<file path="config.mk">
export PLATFORM = sky130hd
export DESIGN_NAME = sdram_bytemask_path
export DESIGN_NICKNAME = d
export VERILOG_FILES = /design/src/rtl/sdm_pkg.sv /design/src/rtl/bytemask_array.sv /design/src/rtl/rd_tag_pipe.sv /design/src/rtl/rd_word_pipe.sv /design/src/rtl/sdram_bytemask_path.sv
export SDC_FILE = /design/constraint.sdc
export NUM_CORES = 1
export LEC_CHECK = 0
export ABC_AREA = 1
export ABC_CLOCK_PERIOD_IN_PS = 3700
export BUFFER_PORTS_ARGS = -buffer_cell sky130_fd_sc_hd__buf_4
export CORE_UTILIZATION = 51
export DETAILED_ROUTE_END_ITERATION = 8
export PLACE_DENSITY = 0.66
export SETUP_SLACK_MARGIN = 0.5
export SLEW_MARGIN = 20
export SYNTH_ARGS = -nofsm -noshare
export SYNTH_HDL_FRONTEND = slang
export SYNTH_SLANG_ARGS = --single-unit
</file>
<file path="constraint.sdc">
create_clock -name clk -period 3.7 [get_ports clk]
set_input_delay 0.37 -clock clk [delete_from_list [all_inputs] [get_ports clk]]
set_output_delay 0.37 -clock clk [all_outputs]
set_load 0.02 [all_outputs]
</file>
<file path="src/rtl/sdm_pkg.sv">
package sdm_pkg;
    localparam int LANES  = 4;
    localparam int LANE_W = 8;
    localparam int DATA_W = LANES * LANE_W;

    typedef logic [LANES-1:0]  lane_vec_t;
    typedef logic [DATA_W-1:0] word_t;

    typedef struct packed {
        logic      vld;
        lane_vec_t mask;
    } rd_tag_t;

    function automatic word_t lane_expand(input lane_vec_t en);
        word_t r;
        for (int i = 0; i < LANES; i++) begin
            r[i*LANE_W +: LANE_W] = {LANE_W{en[i]}};
        end
        return r;
    endfunction
endpackage

</file>
<file path="src/rtl/bytemask_array.sv">
module bytemask_array
    import sdm_pkg::*;
#(
    parameter int ADDR_W = 4
) (
    input  logic              clk,
    input  logic              rst,
    input  logic              we,
    input  logic [ADDR_W-1:0] waddr,
    input  word_t             wdata,
    input  lane_vec_t         wmask,
    input  logic [ADDR_W-1:0] raddr,
    output word_t             rword
);
    localparam int DEPTH = 1 << ADDR_W;

    for (genvar g = 0; g < LANES; g++) begin : g_lane
        logic [LANE_W-1:0] store [DEPTH];

        always_ff @(posedge clk) begin
            if (rst) begin
                for (int w = 0; w < DEPTH; w++) begin
                    store[w] <= '0;
                end
            end else if (we && !wmask[g]) begin
                store[waddr] <= wdata[g*LANE_W +: LANE_W];
            end
        end

        assign rword[g*LANE_W +: LANE_W] = store[raddr];
    end
endmodule

</file>
<file path="src/rtl/rd_tag_pipe.sv">
module rd_tag_pipe
    import sdm_pkg::*;
#(
    parameter int STAGES = 2
) (
    input  logic    clk,
    input  logic    rst,
    input  rd_tag_t tag_in,
    output rd_tag_t tag_out
);
    rd_tag_t stg [STAGES];

    for (genvar s = 0; s < STAGES; s++) begin : g_stage
        always_ff @(posedge clk) begin
            if (rst) begin
                stg[s] <= '0;
            end else if (s == 0) begin
                stg[s] <= tag_in;
            end else begin
                stg[s] <= stg[(s == 0) ? 0 : s-1];
            end
        end
    end

    assign tag_out = stg[STAGES-1];
endmodule

</file>
<file path="src/rtl/rd_word_pipe.sv">
module rd_word_pipe
    import sdm_pkg::*;
#(
    parameter int STAGES = 2
) (
    input  logic  clk,
    input  logic  rst,
    input  logic  load,
    input  word_t word_in,
    output word_t word_out
);
    word_t stg [STAGES];

    for (genvar s = 0; s < STAGES; s++) begin : g_stage
        always_ff @(posedge clk) begin
            if (rst) begin
                stg[s] <= '0;
            end else if (s == 0) begin
                stg[s] <= load ? word_in : '0;
            end else begin
                stg[s] <= stg[(s == 0) ? 0 : s-1];
            end
        end
    end

    assign word_out = stg[STAGES-1];
endmodule

</file>
<file path="src/rtl/sdram_bytemask_path.sv">
module sdram_bytemask_path
    import sdm_pkg::*;
#(
    parameter int ADDR_W = 4
) (
    input  logic              clk,
    input  logic              rst,
    input  logic              rd_req,
    input  logic              wr_req,
    input  logic [ADDR_W-1:0] addr,
    input  logic [31:0]       wdata,
    input  logic [3:0]        mask,
    output logic [31:0]       rdata,
    output logic [3:0]        lane_oe,
    output logic              rd_valid
);
    localparam int RD_LAT = 2;

    logic    rd_issue;
    word_t   arr_word;
    word_t   piped_word;
    rd_tag_t tag_in;
    rd_tag_t tag_out;

    assign rd_issue = rd_req && !wr_req;

    bytemask_array #(.ADDR_W(ADDR_W)) u_array (
        .clk   (clk),
        .rst   (rst),
        .we    (wr_req),
        .waddr (addr),
        .wdata (wdata),
        .wmask (mask),
        .raddr (addr),
        .rword (arr_word)
    );

    assign tag_in = '{vld: rd_issue, mask: mask};

    rd_tag_pipe #(.STAGES(RD_LAT)) u_tag (
        .clk     (clk),
        .rst     (rst),
        .tag_in  (tag_in),
        .tag_out (tag_out)
    );

    rd_word_pipe #(.STAGES(RD_LAT)) u_word (
        .clk      (clk),
        .rst      (rst),
        .load     (rd_issue),
        .word_in  (arr_word),
        .word_out (piped_word)
    );

    for (genvar g = 0; g < LANES; g++) begin : g_gate
        logic drive;
        assign drive = tag_out.vld && !tag_out.mask[g];
        assign lane_oe[g] = drive;
        assign rdata[g*LANE_W +: LANE_W] = drive ? piped_word[g*LANE_W +: LANE_W] : '0;
    end

    assign rd_valid = tag_out.vld;
endmodule

</file>
==> impl_summary.log, run 1 <==
INFO  metric final.period_utilization = 69.83%
INFO  metric grt_pass1_wl = 104300 um
INFO  metric drt_first_pass_iters = 6
INFO  metric area_delta_synth_final = 11.21%
INFO  metric grt_start_max_net_pins = 257
INFO  metric post_drt_wl_per_cell = approximately 18 um
INFO  metric fmaxAchievable = 387.0 MHz
INFO  metric critical_path.endpoint_type = flip-flop
INFO  metric post_synth_design_cell_area = between 20000 and 30000 um2
INFO  metric number_of_global_route_vias_before_repair = 18650
INFO  metric grt.met2_usage = 41.38%
INFO  metric rsz_0062_raised_after_global_routing = false
INFO  metric timing.final.crit_period = 2.584 ns
INFO  metric drc = 0
INFO  metric dieWidth = between 200 and 250 um
INFO  metric tritoncts_clock_tree = yes
INFO  metric post_drt_via_cell_ratio = 5.233
INFO  metric worst_slew_pin_slew = roughly 1.1 ns
INFO  metric synthesis.yosys.warnings = 0
INFO  metric design.final.nets = 3070
INFO  metric cts_post_setup_buffers_inserted = 0
INFO  metric critical_path_source_type = input pin
INFO  metric place.gp.congestion = between 0.8 and 0.9
INFO  metric min-delay-path-class = input pin to flip-flop
INFO  metric commonest_non_fill_non_tap_cells_in_the_layout = 1467 x sky130_fd_sc_hd__nand2_1, 662 x sky130_fd_sc_hd__nor2_1, 512 x sky130_fd_sc_hd__edfxtp_1
INFO  metric final_hold_viol_count = 0
INFO  metric portBuffers = 80
INFO  metric rows = 82
INFO  metric synth-seq-area-share = 64.51%
INFO  metric path_clk_slew = roughly 0.060 ns
INFO  metric dp_cells = 3630
INFO  metric finClkSkew = 0.02152 ns
INFO  metric globalRoute.totalOverflow = 0
INFO  metric instances_no_fill = 3748
INFO  metric global_route.usage.total = 26.21%
INFO  metric cts.htree.levels = 2
INFO  metric powerDensity = 503.9 nW/um2
INFO  metric drive_gt1_share = 7.022%
INFO  metric wl = between 60000 and 70000 um
INFO  metric outcome = finished clean
INFO  metric met3_grt_util = 5.639%
INFO  metric layout.cells.most_common = sky130_fd_sc_hd__nand2_1
INFO  metric static-leakage-power = 12.83 nW
INFO  metric initial_core_utilization = between 50 and 60%
INFO  metric core = between 50000 and 60000 um2
INFO  metric grt-busiest-layer = met2
INFO  metric diodes = 0
INFO  metric worstSkewPairLatency = 0.63 ns
INFO  metric clock_tree.buffer_depth = 3
INFO  metric ioPinCount = 81
INFO  metric arrival = 2.87 ns
INFO  metric fp.dieH = roughly 230 um
INFO  metric globalRouteMet1Util = 35.50%
INFO  metric relSlewSlack = 24.60%
INFO  metric master_cell_of_the_clock_root_buffer = sky130_fd_sc_hd__clkbuf_16
INFO  metric criticalPathCategory = input pin to flip-flop
INFO  metric power = 14.64 mW
INFO  metric drtIter0Drc = 2169
INFO  metric numCtsBuffers = 61
INFO  metric vias = 19610
INFO  metric ys_ff_latch = 586
INFO  metric worst-path-max-fanout = 35
INFO  metric yosys.cell_types.count = 13
INFO  metric vdd_drop_max = 0.4961 mV
INFO  metric grt_antenna_before_repair = 0
INFO  metric syn-mean-instance-area = ~8.7 um2
INFO  metric die-area = 52140 um2
INFO  metric maxSlewViolCount = 0
INFO  metric worstPathRequired = 3.98 ns
INFO  metric placed_area = 27070 um2
INFO  metric detailedPlacementHpwl = 42680 um
INFO  metric synthesis.instances = 3014
INFO  metric layout.cell_area.non_filler = 29060 um2
INFO  metric timing.final.setup_violations = 0
INFO  metric maxcap_viol_count = 0
INFO  metric finalSetupTns = 0 ns
INFO  metric cts_num_sinks = 586
INFO  metric route.antenna.remaining_nets = 0
INFO  metric syn-num-nets = 3058
-- synthesized netlist by cell type --
master | n | area, um2
sky130_fd_sc_hd__nand2_1 | 1467 | 5507
sky130_fd_sc_hd__nor2_1 | 664 | 2492
sky130_fd_sc_hd__edfxtp_1 | 512 | 15370
sky130_fd_sc_hd__inv_1 | 112 | 420.4
sky130_fd_sc_hd__dfxtp_1 | 74 | 1481
sky130_fd_sc_hd__clkbuf_1 | 71 | 266.5
sky130_fd_sc_hd__buf_2 | 59 | 295.3
sky130_fd_sc_hd__buf_1 | 17 | 63.81
sky130_fd_sc_hd__nand2_2 | 13 | 81.33
sky130_fd_sc_hd__nor2_2 | 12 | 75.07
sky130_fd_sc_hd__buf_4 | 6 | 45.04
sky130_fd_sc_hd__inv_2 | 6 | 22.52
sky130_fd_sc_hd__clkinv_1 | 1 | 3.750
-- worst max-delay path, stage by stage --
cell                      delay [ns]
sky130_fd_sc_hd__buf_4          0.25
sky130_fd_sc_hd__inv_4          0.35
sky130_fd_sc_hd__nand2_2        0.15
sky130_fd_sc_hd__nor2_1         0.88
sky130_fd_sc_hd__nand2_1        0.45
sky130_fd_sc_hd__nand2_1        0.41
-- routing by layer --
layer	wire, um	share of wire, %
met2	31210	46
met5	0	0
met1	28280	42
met4	2312	3.4
met3	6218	9.1
-- per-stage QoR --
stage | util, % | worst slack (ns) | hold WS [ns]
floorplan | - | 1.897 | 0.3883
finish | 57.68 | 1.116 | 0.2032
global placement | 53.73 | 0.7041 | 0.3899
global route | 57.68 | 1.171 | 0.2008
CTS | 57.63 | 1.278 | 0.1697
detailed placement | 53.73 | 0.6253 | 0.3940
-- cells by family after synthesis --
group	share of synthesized area, %
buf+inv	4.276
flops	64.51
simple gates	31.21
-- state kept, by name (all words and copies together) (netlist names) --
name and cells:
u_tag.stg 10, u_array.g_lane.store 512, u_word.stg 64
-- what timing repair did --
item / in CTS / in global routing
endpoints found under the hold margin: 4 / 0
resized for setup: 0 / 0
hold buffers: 4 / 0
-- where the power goes --
| part | internal, mW | switching [mW] | leakage [nW] |
|---|---|---|---|
| Combinational | 0.271 | 0.855 | 6.41 |
| Sequential | 7.51 | 0.0972 | 5.47 |
| Clock | 3.42 | 2.49 | 0.944 |
| Total | 11.2 | 3.45 | 12.8 |
-- worst paths after layout --
kind                                                     start                             to  slack, ns  depth (start not counted)
worst max-delay path                                   addr[1]  u_array.g_lane[0].store[0][6]       1.12                          6
worst min-delay path                                       rst              u_word.stg[1][13]       0.20                          2
worst max register to register  u_array.g_lane[3].store[12][0]              u_word.stg[0][24]       2.41                          8
worst min register to register               u_word.stg[0][25]              u_word.stg[1][25]       0.40                          2
-- cell type report --
type                            count  area [um2]
Tap cell                          672       840.8
Fill cell                        4432       21320
Multi-Input combinational cell   2156        8160
Sequential cell                   586       16860
Clock inverter                     17       141.4
Clock buffer                       96        1779
Timing Repair Buffer              102       824.5
Inverter                          119       454.2
(Power assumes the default switching activity.)
==> run 2, diff against run 1 <==
--- a/config.mk
+++ b/config.mk
@@ -6,11 +6,11 @@
 export NUM_CORES = 1
 export LEC_CHECK = 0
 export ABC_AREA = 1
-export ABC_CLOCK_PERIOD_IN_PS = 3700
+export ABC_CLOCK_PERIOD_IN_PS = 2330
 export BUFFER_PORTS_ARGS = -buffer_cell sky130_fd_sc_hd__buf_4
 export CORE_UTILIZATION = 51
 export DETAILED_ROUTE_END_ITERATION = 8
-export PLACE_DENSITY = 0.66
+export PLACE_DENSITY = 0.69
 export SETUP_SLACK_MARGIN = 0.5
 export SLEW_MARGIN = 20
 export SYNTH_ARGS = -nofsm -noshare
==> constraint.sdc (replaced) <==
create_clock -name clk -period 2.33 [get_ports clk]
set_input_delay 0.233 -clock clk [delete_from_list [all_inputs] [get_ports clk]]
set_output_delay 0.233 -clock clk [all_outputs]
set_load 0.02 [all_outputs]
==> impl_summary.log, run 2 (same netlist as run 1, synthesis figures left out) <==
INFO  metric global_route.usage.total = 25.55%
INFO  metric route.antenna.remaining_nets = 0
INFO  metric vdd_drop_max = 0.6279 mV
INFO  metric vias = 19740
INFO  metric worstSkewPairLatency = about 0.63 ns
INFO  metric reg_top3 = u_array.g_lane.store x512, u_word.stg x64, u_tag.stg x10
INFO  metric initial_core_utilization = 51.87%
INFO  metric criticalPathCategory = flip-flop to output pin
INFO  metric detailedPlacementHpwl = between 40000 and 50000 um
INFO  metric worst_slew_pin_slew = between 1 and 1.5 ns
INFO  metric drive_gt1_share = 9.114%
INFO  metric globalRoute.totalOverflow = 0
INFO  metric p_seq_share = 52.1%
INFO  metric crit_chain = inv_4 -> nor2_4 -> inv_4 -> nor2_1 -> buf_4
INFO  metric drc = 0
INFO  metric layout.cells.most_common = sky130_fd_sc_hd__nand2_1
INFO  metric final_hold_viol_count = 0
INFO  metric critical_path.endpoint_type = output pin
INFO  metric worstPathRequired = 2.10 ns
INFO  metric timing.final.crit_period = between 1.5 and 2 ns
INFO  metric cpMaxStageDelayCell = sky130_fd_sc_hd__dfxtp_2
INFO  metric cts.htree.levels = 2
INFO  metric registers.top_by_ff_count = u_array.g_lane.store
INFO  metric ioPinCount = 81
INFO  metric final.hold.worst_slack = 0.1229 ns
INFO  metric dieWidth = 228.3 um
INFO  metric max_ffs_per_register = 512
INFO  metric rsz_0062_raised_after_global_routing = false
INFO  metric design.final.nets = 3128
INFO  metric grt_start_max_net_pins = 208
INFO  metric layout_setup_ws = a little under 0.6 ns
INFO  metric die-area = 52140 um2
INFO  metric power_switching_share = 23.48%
INFO  metric post_drt_wl_per_cell = 17.46 um
INFO  metric instances_no_fill = 3799
INFO  metric relSlewSlack = 27.82%
INFO  metric dp_worst_setup_slack = around 0.33 ns
INFO  metric cts_num_sinks = 586
INFO  metric critPathCapture = rdata[9]
INFO  metric critical_path_source_type = flip-flop
INFO  metric timing.final.setup_violations = 0
INFO  metric post_drt_via_cell_ratio = 5.195
INFO  metric diodes = 0
INFO  metric critical_path.reg2reg.startpoint = u_array.g_lane[3].store[12][2]
INFO  metric arrival = 1.51 ns
INFO  metric maxSlewViolCount = 0
INFO  metric wl = 66320 um
INFO  metric maxcap_viol_count = 0
INFO  metric area_delta_synth_final = 12.90%
INFO  metric min-delay-path-class = input pin to flip-flop
INFO  metric portBuffers = 80
INFO  metric finalSetupTns = 0 ns
INFO  metric static-leakage-power = between 10 and 15 nW
INFO  metric r2r.worst_path.cells = 8
INFO  metric tritoncts_clock_tree = yes
INFO  metric fmaxAchievable = 572.8 MHz
INFO  metric place.gp.congestion = 0.8867
INFO  metric path_clk_slew = 0.06 ns
INFO  metric grt_pass1_wl = 103000 um
INFO  metric core = 50380 um2
INFO  metric master_cell_of_the_clock_root_buffer = sky130_fd_sc_hd__clkbuf_16
INFO  metric grt_antenna_before_repair = 0
INFO  metric outcome = finished clean
INFO  metric fp.dieH = 228.3 um
INFO  metric number_of_global_route_vias_before_repair = 18930
INFO  metric cell_internal_pwr = 17.71 mW
INFO  metric dp_cells = approximately 3700
INFO  metric net-switching-power = 5.435 mW
INFO  metric worst-r2r-setup-slack = 1.13 ns
INFO  metric combinationalPowerShare = 7.8%
INFO  metric commonest_non_fill_non_tap_cells_in_the_layout = 1467 x sky130_fd_sc_hd__nand2_1, 654 x sky130_fd_sc_hd__nor2_1, 512 x sky130_fd_sc_hd__edfxtp_1
INFO  metric final.period_utilization = about 75%
INFO  metric finClkSkew = approximately 0.021 ns
INFO  metric cp_common_cell = sky130_fd_sc_hd__inv_4
INFO  metric worst_r2r_endpoint = u_word.stg[0][26]
INFO  metric biggest_cell_delay_along_the_critical_path = 0.34 ns
INFO  metric clock_tree.buffer_depth = 3
INFO  metric powerDensity = 784.7 nW/um2
INFO  metric numCtsBuffers = 59
INFO  metric drt_first_pass_iters = 5
INFO  metric worstSetupStartpoint = u_tag.stg[1][4]
INFO  metric final_core_util = 58.56%
INFO  metric clock_power_share = 40.0%
INFO  metric drtIter0Drc = 2082
INFO  metric worst-path-max-fanout = 8
INFO  metric rows = 82
## run 2: metal layers
layer	track usage (%)	routed length, um
met2	41.77	31230
met5	0	0
met1	35.03	27730
met3	4.154	5556
met4	8.075	1802
## run 2: worst max-delay path, delay by kind of cell, from the launching register on
kind	cells	cell delay, ns
DFF	1	0.34
and+or+nand+nor	2	0.27
buffers and inverters	3	0.28
## run 2: through the flow
step           cell area (um2)  power [mW]
3_3_place_gp             27540       14.03
5_1_grt                  29500       23.89
2_1_floorplan            26130       13.41
3_5_place_dp             27540       14.07
4_1_cts                  29470       23.22
6_report                 29500       23.15
## run 2: final cells by class
| class | instances | area [um2] |
|---|---|---|
| clock buffers | 73 | 1580 |
| well taps | 672 | 840.8 |
| clock inverters | 31 | 286.5 |
| repair buffers | 162 | 1284 |
| multi-input cells | 2156 | 8190 |
| fillers | 4377 | 20880 |
| flip-flops and latches | 586 | 16860 |
| inverters | 119 | 459.2 |
## run 2: power groups by stage
stage	combinational (mW)	clock, mW	sequential (mW)
3_3_place_gp	1.76	0	12.3
5_1_grt	2.02	9.77	12.1
6_report	1.81	9.27	12.1
2_1_floorplan	1.19	0	12.2
4_1_cts	1.80	9.36	12.1
3_5_place_dp	1.79	0	12.3
## run 2: worst min-delay path by stage
stage	start	end	slack, ns	depth (start not counted)
final	rd_req	u_tag.stg[0][4]	0.12	4
after global placement	u_tag.stg[0][1]	u_tag.stg[1][1]	0.39	2
after CTS	rd_req	u_tag.stg[0][4]	0.09	4
after floorplan	mask[0]	u_tag.stg[0][0]	0.34	2
after detailed placement	u_tag.stg[0][2]	u_tag.stg[1][2]	0.39	2
after global routing	rd_req	u_tag.stg[0][4]	0.13	4
## run 2: what timing repair did
action                                  4_1_cts  5_1_grt
gates resized for setup                      10        9
pin swaps                                     0        1
gates cloned                                  0        0
endpoints found under the setup margin       32       19
buffers inserted                              0        1
hold endpoints to repair                      4        0
hold buffers                                  4        0
==> run 3, diff against run 2 <==
--- a/config.mk
+++ b/config.mk
@@ -6,7 +6,7 @@
 export NUM_CORES = 1
 export LEC_CHECK = 0
 export ABC_AREA = 1
-export ABC_CLOCK_PERIOD_IN_PS = 2330
+export ABC_CLOCK_PERIOD_IN_PS = 1500
 export BUFFER_PORTS_ARGS = -buffer_cell sky130_fd_sc_hd__buf_4
 export CORE_UTILIZATION = 51
 export DETAILED_ROUTE_END_ITERATION = 8
==> constraint.sdc (replaced) <==
create_clock -name clk -period 1.5 [get_ports clk]
set_input_delay 0.15 -clock clk [delete_from_list [all_inputs] [get_ports clk]]
set_output_delay 0.15 -clock clk [all_outputs]
set_load 0.02 [all_outputs]
==> impl_summary.log, run 3 (same netlist as run 1, synthesis figures left out) <==
INFO  metric cts_num_sinks = 586
INFO  metric worst-path-max-fanout = 8
INFO  metric max_ffs_per_register = 512
INFO  metric drtIter0Drc = between 2000 and 2500
INFO  metric post_drt_via_cell_ratio = 5.172
INFO  metric commonest_non_fill_non_tap_cells_in_the_layout = 1318 x sky130_fd_sc_hd__nand2_1, 625 x sky130_fd_sc_hd__nor2_1, 512 x sky130_fd_sc_hd__edfxtp_1
INFO  metric cts.htree.levels = 2
INFO  metric instances_no_fill = slightly below 4000
INFO  metric wl = 67770 um
INFO  metric top_signal_layer_used = met5
INFO  metric maxcap_viol_count = 0
INFO  metric critical_path_source_type = flip-flop
INFO  metric tritoncts_clock_tree = yes
INFO  metric detailedPlacementHpwl = roughly 44000 um
INFO  metric rows = a little over 80
INFO  metric met2WireLength = between 30000 and 40000 um
INFO  metric master_cell_of_the_clock_root_buffer = sky130_fd_sc_hd__clkbuf_16
INFO  metric worstSetupStartpoint = u_tag.stg[1][4]
INFO  metric r2r.worst_path.cells = 8
INFO  metric min-delay-path-class = input pin to flip-flop
INFO  metric drive_gt1_share = 18.54%
INFO  metric fp.dieH = ~230 um
INFO  metric dp_cells = about 3800
INFO  metric place.gp.congestion = between 0.8 and 0.9
INFO  metric finClkSkew = 0.01417 ns
INFO  metric grt_pass1_wl = 105500 um
INFO  metric static-leakage-power = 14.12 nW
INFO  metric vdd_drop_max = between 0.8 and 0.9 mV
INFO  metric drt_first_pass_iters = 6
INFO  metric clock_tree.buffer_depth = 3
INFO  metric layout.cells.most_common = sky130_fd_sc_hd__nand2_1
INFO  metric powerDensity = between 1000 and 1500 nW/um2
INFO  metric globalRoute.totalOverflow = 0
INFO  metric core = 50380 um2
INFO  metric path_clk_slew = 0.06 ns
INFO  metric worstPathRequired = 1.35 ns
INFO  metric timing.final.setup_violations = 36
INFO  metric arrival = 1.69 ns
INFO  metric portBuffers = 80
INFO  metric die-area = 52140 um2
INFO  metric critPathCapture = rdata[11]
INFO  metric maxSlewViolCount = 0
INFO  metric grt_start_max_net_pins = 101
INFO  metric layout_setup_ws = -0.3445 ns
INFO  metric initial_core_utilization = 51.87%
INFO  metric reg_top3 = u_array.g_lane.store x512, u_word.stg x64, u_tag.stg x10
INFO  metric design.final.nets = around 3300
INFO  metric numCtsBuffers = 59
INFO  metric route.antenna.remaining_nets = 0
INFO  metric criticalPathCategory = flip-flop to output pin
INFO  metric worst_slew_pin_slew = 0.7021 ns
INFO  metric drc = 0
INFO  metric vias = 20380
INFO  metric grt_antenna_before_repair = 1
INFO  metric worstSkewPairLatency = 0.63 ns
INFO  metric critical_path.endpoint_type = output pin
INFO  metric final.period_utilization = 123.0%
INFO  metric fmaxAchievable = 542.2 MHz
INFO  metric final.hold.worst_slack = 0.06824 ns
INFO  metric critical_path.reg2reg.startpoint = u_array.g_lane[2].store[5][0]
INFO  metric dieWidth = 228.3 um
INFO  metric final_hold_viol_count = 0
INFO  metric worst_r2r_endpoint = u_word.stg[0][16]
INFO  metric relSlewSlack = 53.19%
INFO  metric area_delta_synth_final = 23.09%
INFO  metric power = 37.69 mW
INFO  metric met3WireLength = 5311 um
INFO  metric ioPinCount = 81
INFO  metric global_route.usage.total = 26.02%
INFO  metric registers.top_by_ff_count = u_array.g_lane.store
INFO  metric failed_checks = negative setup slack
INFO  metric outcome = finished with violations
INFO  metric post_drt_wl_per_cell = ~17 um
INFO  metric finalSetupTns = -10.48 ns
INFO  metric rsz_0062_raised_after_global_routing = true
INFO  metric wl_met1 = 28310 um
INFO  metric diodes = 0
INFO  metric number_of_global_route_vias_before_repair = 19620
INFO  metric timing.final.crit_period = between 1.5 and 2 ns
INFO  metric worst-r2r-setup-slack = between 0.4 and 0.5 ns
[run 3: worst min path at each step]
stage	startpoint	end	slack [ns]	cells past startpoint
after floorplan	mask[0]	u_tag.stg[0][0]	0.26	2
after global placement	u_tag.stg[0][1]	u_tag.stg[1][1]	0.39	2
after detailed placement	u_word.stg[0][19]	u_word.stg[1][19]	0.39	2
after CTS	wdata[27]	u_array.g_lane[3].store[10][3]	0.05	4
after global routing	wdata[10]	u_array.g_lane[1].store[13][2]	0.06	4
final	wdata[1]	u_array.g_lane[0].store[3][1]	0.07	4
[run 3: cell type report]
type	count	area [um2]
Clock buffer	83	1712
Clock inverter	28	369.1
Tap cell	672	840.8
Inverter	119	475.5
Timing Repair Buffer	296	2729
Multi-Input combinational cell	2156	9179
Sequential cell	586	16860
Fill cell	4091	18210
[run 3: layer usage]
metal,vias to the layer above,GRT usage (%)
met5,-,0
met3,115,4.054
li1,9801,-
met2,787,43.18
met4,2,7.404
met1,9671,35.57
[run 3: power breakdown]
part / total, mW / switching (mW) / internal [mW]
Sequential: 18.7 / 0.246 / 18.5
Clock: 15.6 / 6.16 / 9.47
Combinational: 3.31 / 2.27 / 1.04
[run 3: worst max-delay path, cell delays in order, from the launching register on]
cell                      delay [ns]
sky130_fd_sc_hd__dfxtp_2        0.35
sky130_fd_sc_hd__inv_4          0.06
sky130_fd_sc_hd__buf_12         0.13
sky130_fd_sc_hd__nor2_4         0.11
sky130_fd_sc_hd__inv_2          0.06
sky130_fd_sc_hd__buf_12         0.15
sky130_fd_sc_hd__nor2_4         0.09
sky130_fd_sc_hd__buf_6          0.12
[run 3: stage by stage]
step / util [%] / instance area (um2) / setup slack (ns)
CTS: 63.41 / 31950 / -0.3481
detailed placement: 58.65 / 29550 / -0.05554
global route: 63.84 / 32160 / -0.4395
floorplan: - / 26970 / 0.07595
global placement: 58.65 / 29550 / -0.04163
finish: 63.84 / 32160 / -0.3445
[run 3: timing repair]
item | in CTS | in global routing
setup buffers | 1 | 3
hold buffers | 5 | 0
pin swaps | 77 | 88
resized for setup | 83 | 69
setup endpoints to repair | 69 | 69
endpoints found under the hold margin | 5 | 0
